[src/rtl/ptmr_pkg.sv]
package ptmr_pkg;
  typedef enum logic [1:0] {
    SEL_MID      = 2'b00,
    SEL_SHORT    = 2'b01,
    SEL_SHORTEST = 2'b10,
    SEL_LONGEST  = 2'b11
  } tap_sel_e;

  typedef enum logic {
    MODE_SINGLE  = 1'b0,
    MODE_RECYCLE = 1'b1
  } run_mode_e;
endpackage

[src/rtl/ptmr_counter.sv]
module ptmr_counter #(
  parameter int unsigned W = 16
) (
  input  logic         clk_i,
  input  logic         rst_ni,
  input  logic         clr_i,
  input  logic         adv_i,
  output logic [W-1:0] cnt_o,
  output logic [W-1:0] cnt_nxt_o
);
  logic [W-1:0] cnt_q;
  logic [W-1:0] carry;

  // ripple-equivalent toggle chain: stage k flips when all lower stages are 1
  for (genvar k = 0; k < W; k++) begin : g_stage
    if (k == 0) begin : g_lsb
      assign carry[k] = 1'b1;
    end else begin : g_up
      assign carry[k] = carry[k-1] & cnt_q[k-1];
    end
    assign cnt_nxt_o[k] = cnt_q[k] ^ carry[k];
  end

  always_ff @(posedge clk_i or negedge rst_ni) begin
    if (!rst_ni)     cnt_q <= '0;
    else if (clr_i)  cnt_q <= '0;
    else if (adv_i)  cnt_q <= cnt_nxt_o;
  end

  assign cnt_o = cnt_q;
endmodule

[src/rtl/ptmr_tap_sel.sv]
module ptmr_tap_sel import ptmr_pkg::*; #(
  parameter int unsigned W      = 16,
  parameter int unsigned TAP_00 = 13,
  parameter int unsigned TAP_01 = 10,
  parameter int unsigned TAP_10 = 8,
  parameter int unsigned TAP_11 = 16
) (
  input  tap_sel_e     sel_i,
  input  logic [W-1:0] cnt_i,
  input  logic [W-1:0] cnt_nxt_i,
  output logic         tap_o,
  output logic         tap_nxt_o
);
  localparam int unsigned IW = (W > 1) ? $clog2(W) : 1;
  localparam logic [IW-1:0] IDX_00 = IW'(TAP_00 - 1);
  localparam logic [IW-1:0] IDX_01 = IW'(TAP_01 - 1);
  localparam logic [IW-1:0] IDX_10 = IW'(TAP_10 - 1);
  localparam logic [IW-1:0] IDX_11 = IW'(TAP_11 - 1);

  logic [IW-1:0] idx;

  // encoding is not monotonic in period; keep the explicit map
  always_comb begin
    unique case (sel_i)
      SEL_MID:      idx = IDX_00;
      SEL_SHORT:    idx = IDX_01;
      SEL_SHORTEST: idx = IDX_10;
      default:      idx = IDX_11;
    endcase
  end

  assign tap_o     = cnt_i[idx];
  assign tap_nxt_o = cnt_nxt_i[idx];
endmodule

[src/rtl/ptmr_one_shot.sv]
module ptmr_one_shot (
  input  logic clk_i,
  input  logic rst_ni,
  input  logic clr_i,
  input  logic adv_i,
  input  logic tap_nxt_i,
  output logic fired_o
);
  logic fired_q;

  // set on the edge the selected stage first goes high; sticky until clear
  always_ff @(posedge clk_i or negedge rst_ni) begin
    if (!rst_ni)                 fired_q <= 1'b0;
    else if (clr_i)              fired_q <= 1'b0;
    else if (adv_i && tap_nxt_i) fired_q <= 1'b1;
  end

  assign fired_o = fired_q;
endmodule

[src/rtl/ptmr_mode_watch.sv]
module ptmr_mode_watch (
  input  logic clk_i,
  input  logic rst_ni,
  input  logic mode_i,
  output logic chg_o
);
  logic mode_q;
  logic seen_q;

  always_ff @(posedge clk_i or negedge rst_ni) begin
    if (!rst_ni) begin
      mode_q <= 1'b0;
      seen_q <= 1'b0;
    end else begin
      mode_q <= mode_i;
      seen_q <= 1'b1;
    end
  end

  // no history right after reset: first sampled level is not a change
  assign chg_o = seen_q & (mode_i ^ mode_q);
endmodule

[src/rtl/ptmr_timer.sv]
module ptmr_timer import ptmr_pkg::*; #(
  parameter int unsigned STAGES = 16,
  parameter int unsigned TAP_00 = 13,
  parameter int unsigned TAP_01 = 10,
  parameter int unsigned TAP_10 = 8,
  parameter int unsigned TAP_11 = 16
) (
  input  logic clk_i,
  input  logic rst_ni,
  input  logic tick_en_i,
  input  logic mreset_i,
  input  logic por_req_i,
  input  logic por_dis_i,
  input  logic sel_a_i,
  input  logic sel_b_i,
  input  logic pol_i,
  input  logic mode_i,
  output logic out_o
);
  logic [STAGES-1:0] cnt;
  logic [STAGES-1:0] cnt_nxt;
  logic              tap_bit;
  logic              tap_nxt;
  logic              fired;
  logic              mode_chg;
  logic              rst_any;
  logic              clr;
  logic              adv;
  tap_sel_e          sel;

  assign rst_any = mreset_i | (por_req_i & ~por_dis_i);
  assign clr     = rst_any | mode_chg;
  assign adv     = tick_en_i & ~clr;
  assign sel     = tap_sel_e'({sel_a_i, sel_b_i});

  ptmr_mode_watch i_mode_watch (
    .clk_i  (clk_i),
    .rst_ni (rst_ni),
    .mode_i (mode_i),
    .chg_o  (mode_chg)
  );

  ptmr_counter #(.W(STAGES)) i_counter (
    .clk_i     (clk_i),
    .rst_ni    (rst_ni),
    .clr_i     (clr),
    .adv_i     (adv),
    .cnt_o     (cnt),
    .cnt_nxt_o (cnt_nxt)
  );

  ptmr_tap_sel #(
    .W(STAGES), .TAP_00(TAP_00), .TAP_01(TAP_01), .TAP_10(TAP_10), .TAP_11(TAP_11)
  ) i_tap_sel (
    .sel_i     (sel),
    .cnt_i     (cnt),
    .cnt_nxt_i (cnt_nxt),
    .tap_o     (tap_bit),
    .tap_nxt_o (tap_nxt)
  );

  ptmr_one_shot i_one_shot (
    .clk_i     (clk_i),
    .rst_ni    (rst_ni),
    .clr_i     (clr),
    .adv_i     (adv),
    .tap_nxt_i (tap_nxt),
    .fired_o   (fired)
  );

  always_comb begin
    if (rst_any)                           out_o = pol_i;
    else if (run_mode_e'(mode_i) == MODE_RECYCLE) out_o = pol_i ^ tap_bit;
    else                                   out_o = pol_i ^ fired;
  end
endmodule

[config.mk]
export PLATFORM = sky130hd
export DESIGN_NAME = ptmr_timer
export DESIGN_NICKNAME = d
export VERILOG_FILES = /design/src/rtl/ptmr_pkg.sv /design/src/rtl/ptmr_counter.sv /design/src/rtl/ptmr_tap_sel.sv /design/src/rtl/ptmr_one_shot.sv /design/src/rtl/ptmr_mode_watch.sv /design/src/rtl/ptmr_timer.sv
export SDC_FILE = /design/constraint.sdc
export NUM_CORES = 1
export LEC_CHECK = 0
export ABC_AREA = 0
export BUFFER_PORTS_ARGS = -buffer_cell sky130_fd_sc_hd__buf_2
export CORE_UTILIZATION = 48
export CTS_CLUSTER_DIAMETER = 50
export DETAILED_ROUTE_END_ITERATION = 10
export PLACE_DENSITY_LB_ADDON = 0.12
export SLEW_MARGIN = 20
export SYNTH_ARGS = -nofsm -noshare
export SYNTH_HDL_FRONTEND = slang
export SYNTH_HIERARCHICAL = 1
export SYNTH_SLANG_ARGS = --single-unit
export TNS_END_PERCENT = 100
[constraint.sdc]
create_clock -name clk_i -period 5.9 [get_ports clk_i]
set_clock_uncertainty 0.15 [all_clocks]
set_input_delay 0.59 -clock clk_i [delete_from_list [all_inputs] [get_ports clk_i]]
set_output_delay 0.59 -clock clk_i [all_outputs]
set_load 0.01 [all_outputs]
==> flow_summary.toml <==
[detailed_routing]
drt_iter0_drc = 4
wl_mm = 1.55
viasPerCell = 5.17
ant_nets = 0
drcViolationCount = 0
wire_per_inst_microns = 12.7
dr.pass1.iters = 2
vias = 631

[cells_and_area]
regArea_sq_um = 475
nets = 120
final_util_pct = 56.2
multi_input_area_sq_um = 557
area_delta_synth_final_pct = 6.50
fill_cells = 185
antenna_cells = 0
drive_gt1_share_pct = 22.1

[floorplan]
die_y_microns = 49.4
die_area_sq_um = 2440
design.portCount = 11
start_util_pct = 52.8
die_w_microns = 49.4
rows = 16
core_sq_um = 2040

[synthesis]
synth.avg_cell_area_sq_um = 12.7
yosys_warnings = 6
synthesis.nets = 109
syn_inst = 85
syn_area_sq_um = 1080

[clock_network]
hold_buffers = 0
clk_pin_slew_ps = 110
cts_sinks = 19
cts_tree = "built"
clock_tree.root_cell = "clkbuf_4"
cts_setup_buffers = 0
clk_latency_ps = 300
clockBufferDepth = 2
htree_levels = 1
numCtsBuffers = 3
cts_resized = 0

[setup_path]
cp.required_ps = 5930
setup.worst_path.start_class = "flop"
cp_max_fo = 3
worstSetupPathType = "flop to flop"
cp.arrival_ps = 4140
cp-end-kind = "flop"

[place]
dp_hpwl_mm = 1.06
dpl_worst_slack_ps = 1810
gp_congestion = 0.695
io_buffers = 10

[grt]
grt_pass1_wl_mm = 2.79
grt_overflow_total = 0
antenna_found_initial = 0
grt_max_degree = 20
grt_use_total_pct = 15.3
grt_pass1_vias = 660

[sta]
rsz0062_at_grt = "no"
finalSetupViolCount = 0
min_period_ps = 4110
maxSlewViolCount = 0
fmax_mhz = 243
hold_violations = 0
tightest_slew_ps = 1070
worst_slew_margin_rel_pct = 28.4
min_period_over_period_pct = 69.6
setup-tns-final_ps = 0
fin_ws_ps = 1790

[power_and_ir_drop]
p_leak_uw = 0.000612
peakVddDrop_mv = 0.120
p_per_area_nw_per_um2 = 189

[run]
cap_violations = 0

[outcome]
status = "finished, final reports clean"

[worst_hold_path]
hold_path.class = "primary input to asynchronous set/reset pin"
[placed cells by master (no fill, tap or decap), types with 2 or more instances in the layout]
cell type / instances
buf_2: 10
ha_1: 14
nor2_2: 2
dfrtp_1: 19
nor2_1: 15
mux2i_1: 15
clkbuf_4: 3
mux4_1: 2
xor2_1: 3
[stage by stage]
stage,power [uW],hold slack [ps],instance area (sq um),instances
after floorplan,148,144,1080,85
after global placement,154,326,1120,118
after detailed placement,154,336,1120,118
after CTS,221,65.4,1150,122
after global routing,227,86.1,1150,122
final,216,62.8,1150,122
[path summary, 6_finish.rpt]
kind                            depth (start not counted)          startpoint                  end  slack, ps
worst max register to register                         18  i_counter/cnt_o[0]   i_one_shot/fired_o       1790
worst max-delay path                                   18  i_counter/cnt_o[0]   i_one_shot/fired_o       1790
max in group asynchronous                               1              rst_ni  i_counter/cnt_o[12]       5240
min in group clk_i                                      1              mode_i  i_mode_watch/mode_q        300
worst min-delay path                                    1              rst_ni   i_counter/cnt_o[7]         60
worst min register to register                          2  i_one_shot/fired_o   i_one_shot/fired_o        360
[state kept, by name, summed over array words and instances, names as in the netlist]
register / flops
i_counter/cnt_o: 16
i_mode_watch/mode_q: 1
i_mode_watch/seen_q: 1
i_one_shot/fired_o: 1
[layout make-up]
cell class / instances / share of cell area, %
Inverter: 1 / 0.327
Clock buffer: 3 / 1.96
Multi-Input combinational cell: 61 / 48.5
Clock inverter: 1 / 0.436
Sequential cell: 19 / 41.4
Tap cell: 27 / 2.94
Timing Repair Buffer: 10 / 4.36
[critical path, cell delays in order, from the launching register on]
cell and delay [ps]:
dfrtp_1 410, ha_1 210, ha_1 180, ha_1 180, ha_1 180, ha_1 190
ha_1 190, ha_1 180, ha_1 190, ha_1 190, ha_1 180, ha_1 180
ha_1 180, ha_1 180, ha_1 220, xor2_1 170, mux4_1 470, a21oi_1 140
nor2_1 50
[metal layers]
layer / up-vias / global-route usage [%] / wire [microns]
met3: 4 / 1.87 / 40
met1: 306 / 18.6 / 751
met4: 0 / 8.57 / 38
li1: 311 / - / -
met5: - / 0 / 0
met2: 10 / 26.0 / 716
[power breakdown]
part           total [uW]  switching (uW)  internal, uW
Clock                65.4            40.2          25.2
Sequential            132           0.394           131
Combinational        19.5            11.7          7.77
Total                 216            52.3           164
Note: power is estimated with default switching activity, not from simulation.
